$ cat src/rtl/gpio_wk_pkg.sv
package gpio_wk_pkg;

    // Trigger codes
    localparam logic [1:0] POL_HIGH = 2'd0;
    localparam logic [1:0] POL_LOW  = 2'd1;
    localparam logic [1:0] POL_BOTH = 2'd2;

    typedef enum logic [1:0] {
        ST_IDLE = 2'b00,
        ST_INT  = 2'b01,
        ST_WAKE = 2'b10,
        ST_BOTH = 2'b11
    } wk_state_e;

    typedef enum logic [1:0] {
        TR_HOLD    = 2'd0,
        TR_CAPTURE = 2'd1,
        TR_CLEAR   = 2'd2
    } wk_trans_e;

endpackage

$ cat src/rtl/gpio_wk_trig.sv
module gpio_wk_trig
    import gpio_wk_pkg::*;
(
    input  logic       clk,
    input  logic       rst_n,
    input  logic       primed_i,
    input  logic       lvl_i,
    input  logic       level_mode_i,
    input  logic [1:0] pol_i,
    output logic       event_o
);

    logic prev_q;
    logic rise;
    logic fall;

    always_ff @(posedge clk or negedge rst_n) begin
        if (!rst_n) begin
            prev_q <= 1'b0;
        end else begin
            prev_q <= lvl_i;
        end
    end

    assign rise = primed_i &  lvl_i & ~prev_q;
    assign fall = primed_i & ~lvl_i &  prev_q;

    always_comb begin
        event_o = 1'b0;
        if (level_mode_i) begin
            unique case (pol_i)
                POL_HIGH: event_o = lvl_i;
                POL_LOW:  event_o = ~lvl_i;
                default:  event_o = 1'b0;
            endcase
        end else begin
            unique case (pol_i)
                POL_HIGH: event_o = rise;
                POL_LOW:  event_o = fall;
                POL_BOTH: event_o = rise | fall;
                default:  event_o = 1'b0;
            endcase
        end
    end

endmodule

$ cat src/rtl/gpio_wk_wake_sel.sv
module gpio_wk_wake_sel #(
    parameter int NSLEEP = 3,
    parameter int SLW    = $clog2(NSLEEP + 1)
) (
    input  logic [NSLEEP-1:0] wake_en_i,
    input  logic [SLW-1:0]    sleep_i,
    output logic              wake_ok_o
);

    logic [NSLEEP-1:0] hit;

    for (genvar k = 0; k < NSLEEP; k++) begin : g_state
        localparam logic [SLW-1:0] CODE = SLW'(k + 1);
        assign hit[k] = wake_en_i[k] & (sleep_i == CODE);
    end

    assign wake_ok_o = |hit;

endmodule

$ cat src/rtl/gpio_wk_stat_fsm.sv
module gpio_wk_stat_fsm
    import gpio_wk_pkg::*;
(
    input  logic clk,
    input  logic rst_n,
    input  logic set_int_i,
    input  logic set_wake_i,
    input  logic clr_int_i,
    input  logic clr_wake_i,
    input  logic mask_i,
    output logic int_sts_o,
    output logic wake_sts_o,
    output logic pend_o,
    output logic deliv_o
);

    wk_state_e state_q;
    wk_state_e state_d;
    wk_trans_e trans;
    logic      keep_int;
    logic      keep_wake;
    logic      nxt_int;
    logic      nxt_wake;

    // Next state: a set in the same cycle as a clear wins
    always_comb begin
        keep_int  = 1'b0;
        keep_wake = 1'b0;
        unique case (state_q)
            ST_IDLE: begin keep_int = 1'b0; keep_wake = 1'b0; end
            ST_INT:  begin keep_int = 1'b1; keep_wake = 1'b0; end
            ST_WAKE: begin keep_int = 1'b0; keep_wake = 1'b1; end
            ST_BOTH: begin keep_int = 1'b1; keep_wake = 1'b1; end
            default: begin keep_int = 1'b0; keep_wake = 1'b0; end
        endcase
        nxt_int  = (keep_int  & ~clr_int_i)  | set_int_i;
        nxt_wake = (keep_wake & ~clr_wake_i) | set_wake_i;
        state_d  = wk_state_e'({nxt_wake, nxt_int});
        if ((nxt_int & ~keep_int) | (nxt_wake & ~keep_wake)) begin
            trans = TR_CAPTURE;
        end else if (state_d != state_q) begin
            trans = TR_CLEAR;
        end else begin
            trans = TR_HOLD;
        end
    end

    // State register
    always_ff @(posedge clk or negedge rst_n) begin
        if (!rst_n) begin
            state_q <= ST_IDLE;
        end else begin
            unique case (trans)
                TR_CAPTURE, TR_CLEAR: state_q <= state_d;
                default:              state_q <= state_q;
            endcase
        end
    end

    // Outputs
    always_comb begin
        int_sts_o  = 1'b0;
        wake_sts_o = 1'b0;
        unique case (state_q)
            ST_IDLE: ;
            ST_INT:  int_sts_o = 1'b1;
            ST_WAKE: wake_sts_o = 1'b1;
            ST_BOTH: begin int_sts_o = 1'b1; wake_sts_o = 1'b1; end
            default: ;
        endcase
        pend_o  = (state_q != ST_IDLE);
        deliv_o = pend_o & mask_i;
    end

endmodule

$ cat src/rtl/gpio_wk_detect.sv
module gpio_wk_detect #(
    parameter int NPINS  = 8,
    parameter int NSLEEP = 3,
    parameter int SLW    = $clog2(NSLEEP + 1)
) (
    input  logic                     clk,
    input  logic                     rst_n,
    input  logic [NPINS-1:0]         lvl_i,
    input  logic [NPINS-1:0]         trig_level_i,
    input  logic [2*NPINS-1:0]       pol_i,
    input  logic [NPINS-1:0]         int_en_i,
    input  logic [NPINS-1:0]         int_mask_i,
    input  logic [NSLEEP*NPINS-1:0]  wake_en_i,
    input  logic [SLW-1:0]           sleep_i,
    input  logic [NPINS-1:0]         clr_int_i,
    input  logic [NPINS-1:0]         clr_wake_i,
    output logic [NPINS-1:0]         int_sts_o,
    output logic [NPINS-1:0]         wake_sts_o,
    output logic [NPINS-1:0]         pend_o,
    output logic [NPINS-1:0]         deliv_o
);

    logic primed_q;

    // The first clock after reset only loads the edge reference
    always_ff @(posedge clk or negedge rst_n) begin
        if (!rst_n) begin
            primed_q <= 1'b0;
        end else begin
            primed_q <= 1'b1;
        end
    end

    for (genvar p = 0; p < NPINS; p++) begin : g_pin
        logic evt;
        logic wake_ok;

        gpio_wk_trig i_trig (
            .clk          (clk),
            .rst_n        (rst_n),
            .primed_i     (primed_q),
            .lvl_i        (lvl_i[p]),
            .level_mode_i (trig_level_i[p]),
            .pol_i        (pol_i[2*p +: 2]),
            .event_o      (evt)
        );

        gpio_wk_wake_sel #(.NSLEEP(NSLEEP), .SLW(SLW)) i_wsel (
            .wake_en_i (wake_en_i[NSLEEP*p +: NSLEEP]),
            .sleep_i   (sleep_i),
            .wake_ok_o (wake_ok)
        );

        gpio_wk_stat_fsm i_fsm (
            .clk        (clk),
            .rst_n      (rst_n),
            .set_int_i  (evt & int_en_i[p]),
            .set_wake_i (evt & wake_ok),
            .clr_int_i  (clr_int_i[p]),
            .clr_wake_i (clr_wake_i[p]),
            .mask_i     (int_mask_i[p]),
            .int_sts_o  (int_sts_o[p]),
            .wake_sts_o (wake_sts_o[p]),
            .pend_o     (pend_o[p]),
            .deliv_o    (deliv_o[p])
        );
    end

endmodule

$ cat config.mk
export PLATFORM = sky130hd
export DESIGN_NAME = gpio_wk_detect
export DESIGN_NICKNAME = d
export VERILOG_FILES = /design/src/rtl/gpio_wk_pkg.sv /design/src/rtl/gpio_wk_trig.sv /design/src/rtl/gpio_wk_wake_sel.sv /design/src/rtl/gpio_wk_stat_fsm.sv /design/src/rtl/gpio_wk_detect.sv
export SDC_FILE = /design/constraint.sdc
export NUM_CORES = 1
export LEC_CHECK = 0
export ABC_CLOCK_PERIOD_IN_PS = 1950
export BUFFER_PORTS_ARGS = -buffer_cell sky130_fd_sc_hd__buf_2
export CAP_MARGIN = 20
export CORE_MARGIN = 5
export CORE_UTILIZATION = 42
export DETAILED_ROUTE_END_ITERATION = 10
export GPL_ROUTABILITY_DRIVEN = 1
export GPL_TIMING_DRIVEN = 1
export MAX_ROUTING_LAYER = met4
export PLACE_DENSITY_LB_ADDON = 0.1
export SYNTH_ARGS = -nofsm -noshare
export SYNTH_HDL_FRONTEND = slang
export SYNTH_HIERARCHICAL = 1
export SYNTH_SLANG_ARGS = --single-unit
$ cat constraint.sdc
create_clock -name clk -period 1.95 [get_ports clk]
set_input_delay 0.195 -clock clk [delete_from_list [all_inputs] [get_ports clk]]
set_output_delay 0.195 -clock clk [all_outputs]
set_load 0.02 [all_outputs]
======== After elaboration in Yosys (flattened, before gate mapping) ========
Index checks and enable logic that the tools add are counted.
storage, ports and cells
  flip-flop bits (word level) ............. 25
  output and inout bits ................... 32
  word-level logic and storage cells ...... 420
operators by class
  eq/ne operators ......................... 67
  mux-type cells .......................... 72
  bitwise operators ....................... 192
  reduce and logical (&&, ||, !) cells .... 72
operator list
  kind                                                                    count
  1-bit AND                                                               112
  2-bit OR reduction                                                      40
  2-bit equality test (second input constant)                             34
  2-bit by 1-bit equality test with 1-bit output (second input constant)  25
  1-bit NOT                                                               48
  1-bit case mux with 2 select lines                                      24
  2-bit logical NOT                                                       16
  2-bit two-way mux                                                       16
  1-bit OR                                                                32
  1-bit two-way mux                                                       24
  1-bit case mux with 3 select lines                                      8
  3-bit OR reduction                                                      8
  2-bit != test                                                           8
  2-bit nonzero test                                                      8

======== Depth between registers and ports, before layout ========
  depth after elaboration ................. 13
  mapped depth ............................ 5
  depth with buffers taken out ............ 5

======== Cells and area by module ========
Netlist, hierarchy kept.
by module, submodules not included
  module            instances  cells an instance  area each (µm²)  seq. area each (µm²)
  gpio_wk_stat_fsm  8          10                 98.8             50.0
  gpio_wk_trig      8          9                  91.3             25.0
  gpio_wk_wake_sel  8          3                  23.8             0.0
  gpio_wk_detect    1          18                 128.9            25.0

======== Worst setup path before layout ========
Ideal clock, no wire load.
  kind .................................... register to register
  from .................................... register primed_q
  to ...................................... register g_pin[4].i_fsm.state_q[1]
  library setup time ...................... 0.119 ns
  arrival ................................. 1.386 ns
  path slack .............................. 0.445 ns
  cell stages (with the launch flop) ...... 6
  path buffers ............................ 0
  cells stage by stage .................... dfrtp_1 -> and4bb_1 -> a211oi_2 -> o22ai_1 -> and2_1 -> a21o_2
between the ends
  cells in the longest elaborated chain, start to end .. 12
ends and longest elaborated chain
  what                                                                                   RTL line                                        RTL
  start, declared                                                                        gpio_wk_detect.sv:23                            logic primed_q;
  start signal, assigned                                                                 gpio_wk_detect.sv:28                            primed_q <= 1'b0;
  start signal, assigned                                                                 gpio_wk_detect.sv:30                            primed_q <= 1'b1;
  1-bit AND, on equally long branches (2 in series)                                      gpio_wk_trig.sv:25, gpio_wk_trig.sv:26
  1-bit OR                                                                               gpio_wk_trig.sv:40                              POL_BOTH: event_o = rise | fall;
  1-bit case mux with 3 select lines (*)                                                 gpio_wk_trig.sv:37                              unique case (pol_i)
  1-bit two-way mux (*)                                                                  gpio_wk_trig.sv:30                              if (level_mode_i) begin
  via g_pin[4].evt                                                                       gpio_wk_detect.sv:35                            logic evt;
  1-bit AND, on equally long branches                                                    gpio_wk_detect.sv:57, gpio_wk_detect.sv:58
  1-bit OR, on equally long branches                                                     gpio_wk_stat_fsm.sv:36, gpio_wk_stat_fsm.sv:37
  2-bit != test or 1-bit AND (tied branches)                                             gpio_wk_stat_fsm.sv:41, gpio_wk_stat_fsm.sv:39
  2-bit two-way mux or 1-bit OR (tied branches)                                          gpio_wk_stat_fsm.sv:41, gpio_wk_stat_fsm.sv:39
  2-bit two-way mux                                                                      gpio_wk_stat_fsm.sv:39                          if ((nxt_int & ~keep_int) | (nxt_wake & ~keep_wake)) begin
  2-bit by 1-bit equality test with 1-bit output or 2-bit equality test (tied branches)  gpio_wk_stat_fsm.sv:53                          unique case (trans)
  2-bit OR reduction                                                                     gpio_wk_stat_fsm.sv:53
  end signal, assigned                                                                   gpio_wk_stat_fsm.sv:54                          TR_CAPTURE, TR_CLEAR: state_q <= state_d;
  end signal, assigned                                                                   gpio_wk_stat_fsm.sv:55                          default: state_q <= state_q;
  end, declared                                                                          gpio_wk_stat_fsm.sv:17                          wk_state_e state_q;
Mark *: on every way through the listed nets, which the timed path passes. The rest lies on a longest branch.
A chain may end at the register's enable or synchronous reset.

======== Final worst setup path ========
Same ends and word-level chain as after synthesis.

==> flow_summary.ini <==
[logic_synthesis]
ys_seq_area_share_pct = 34.0
ys_ff_latch = 25
synth_cell_types = 18
synth-warning-count = 6
yosys-top-cells-area = dfrtp_1, mux2i_1, a211oi_2
synth_area_mm2 = 0.00184
syn-num-nets = 286
netlist_instances = 194
synth.avg_cell_area_um2 = 9.49
synth_top_area_share_pct = 34.0
synth_top_area_cell = dfrtp_1

[setup_path]
worst_path_largest_cell_delay_ps = 610
timing.rr.start = primed_q
crit_path_end_kind = flop
crit_end = g_pin[4].i_fsm/state_q[1]
critPathKind = reg -> reg
critPathSlowestCell = dfrtp_1
reg2reg_to = g_pin[4].i_fsm/state_q[1]
crit_chain = and4bb_1 > a211oi_2 > o22ai_1 > and2_1 > a21o_2
reg2reg_depth = 5
cp-start-kind = flop
arrival_ps = 1860
rrSetupSlack_ps = 260
worstPathMaxFanout = 24
startpoint = primed_q
critPathRequiredTime_ps = 2110

[grt]
first_global_vias = 1684
use_met1_pct = 18.8
grt_overflow = 0
grt_max_degree = 26
grt_pass1_wl_um = 7670
met3_usage_pct = 4.96
antenna_found_initial = 0
gr-usage-met2_pct = 26.7
grt.busiest_layer = met2
grt_use_total_pct = 15.9

[die]
coreArea_mm2 = 0.00429
chipHeight_um = 76.2
num_rows = 24
dieArea_mm2 = 0.00581
io_pins = 124
die_w_um = 76.2
initial_core_util_pct = 42.9

[cts]
h-tree-depth = 1
cts.sinks = 25
clkTransAtPathRegs_ps = 90
numCtsBuffers = 3
insertion_delay_ps = 270
cts_tree = done
clock-root-buffer = clkbuf_8
clk_path_buf_depth = 2
cts_resized = 0

[power]
p_leak_nw = 1.53
irDropWorstVdd_uv = 454
p_per_area_mw_per_mm2 = 544

[status]
status = complete, no violations

[timing]
grt_setup_unrepaired = false
hold_viol_final = 0
worstMarginPinSlew_ps = 594
setup_tns_ps = 0
setup_viol = 0
skew_ps = 2.80
fin_crit_sh_pct = 86.8
relSlewSlack_pct = 60.4
hold_slack_ps = 76.4
slew_violations = 0
fmax_mhz = 591
min_period_ps = 1690

[routing]
ant_nets = 0
dr.first_iter.drc_count = 12
via_per_inst = 4.81
drc = 0
vias = 1722
routed_wirelength_um = 4440
avgRoutedWirePerCell_um = 12.4
dr.pass1.iters = 4

[layout]
drive_gt1_share_pct = 57.2
final_cell_mix = buf_2, dfrtp_1
regArea_um2 = 626
final_cells = 358
area_growth_pct = 36.8
multiInputGateArea_mm2 = 0.00109
nNetsFinal = 399
fill_cells = 414
antennaDiodeCount = 0
final_common_cell = buf_2

[job]
maxCapViolCount = 0

[placement]
io_buffers = 123
hpwl_um = 3650
gp_congestion = 0.737
dp.cells = 353

[min_path]
hold_class = in -> reg
==> power breakdown <==
part / internal (mW) / switching (mW) / total [mW]
combinational: 0.244 / 0.231 / 0.474
sequential: 0.556 / 0.0326 / 0.589
clock: 0.143 / 0.164 / 0.307
total: 0.942 / 0.427 / 1.37
==> per-layer routing <==
| metal | up-vias | routed length [µm] |
|---|---|---|
| met1 | 760 | 1840 |
| met3 | 5 | 431 |
| met4 | 0 | 32 |
| met5 | - | 0 |
| li1 | 892 | - |
| met2 | 65 | 2140 |
==> through the flow <==
stage | total power, mW | worst slack [ps] | utilization (%) | cell area (µm²)
finish | 1.37 | 258 | 58.6 | 2520
global route | 1.47 | 121 | 58.6 | 2520
CTS | 1.40 | 238 | 58.6 | 2520
detailed placement | 1.08 | 256 | 57.3 | 2460
global placement | 1.07 | 301 | 57.3 | 2460
floorplan | 0.882 | 445 | - | 1840
==> registers in the layout (all words and copies together) (netlist names) <==
signal	flops
g_pin.i_fsm/state_q	16
primed_q	1
g_pin.i_trig/prev_q	8
==> worst min-delay path by stage <==
stage               startpoint                        end  slack, ps  cells after the start
CTS                   lvl_i[4]     g_pin[4].i_trig/prev_q         60                      1
floorplan                rst_n  g_pin[0].i_fsm/state_q[0]       -100                      0
global placement         rst_n  g_pin[2].i_fsm/state_q[1]        240                      1
global route          lvl_i[5]     g_pin[5].i_trig/prev_q         70                      1
finish                lvl_i[5]     g_pin[5].i_trig/prev_q         80                      1
detailed placement       rst_n  g_pin[2].i_fsm/state_q[1]        230                      1
==> repair_timing <==
action	CTS	global route
setup buffers	0	0
endpoints found under the hold margin	25	0
hold buffers	1	0
==> synth_stat cells <==
cell type	count
a211oi_2	8
a21o_1	8
a21o_2	8
a21oi_1	8
and2_1	16
and2_4	8
and3b_2	8
and4bb_1	8
and4bb_2	8
clkbuf_1	16
conb_1	1
dfrtp_1	25
inv_1	16
mux2i_1	16
nand2_1	16
nor2_1	8
o22ai_1	8
or2_4	8
==> critical path: cells and delay by family (launching register included) <==
family | cells | cell delay (ps)
AOI/OAI and AO/OA | 3 | 480
and+or+nand+nor | 2 | 500
DFF | 1 | 610
==> layout make-up <==
| cell class | instances | share of cell area [%] |
|---|---|---|
| repair buffers | 124 | 24.9 |
| inverters | 16 | 2.39 |
| flip-flops and latches | 25 | 24.9 |
| multi-input cells | 137 | 43.5 |
| clock inverters | 1 | 0.199 |
| clock buffers | 3 | 1.64 |
| well taps | 52 | 2.58 |
==> logic make-up (layout without fill, tap and decap cells) <==
group	after synthesis	after routing	share of synthesized area, %
simple gates	80	80	33.2
compound gates	40	40	17.4
buf+inv	32	144	6.53
flops	25	25	34.0
mux	16	16	8.70
other cells	1	1	0.204
(Power assumes the default switching activity.)
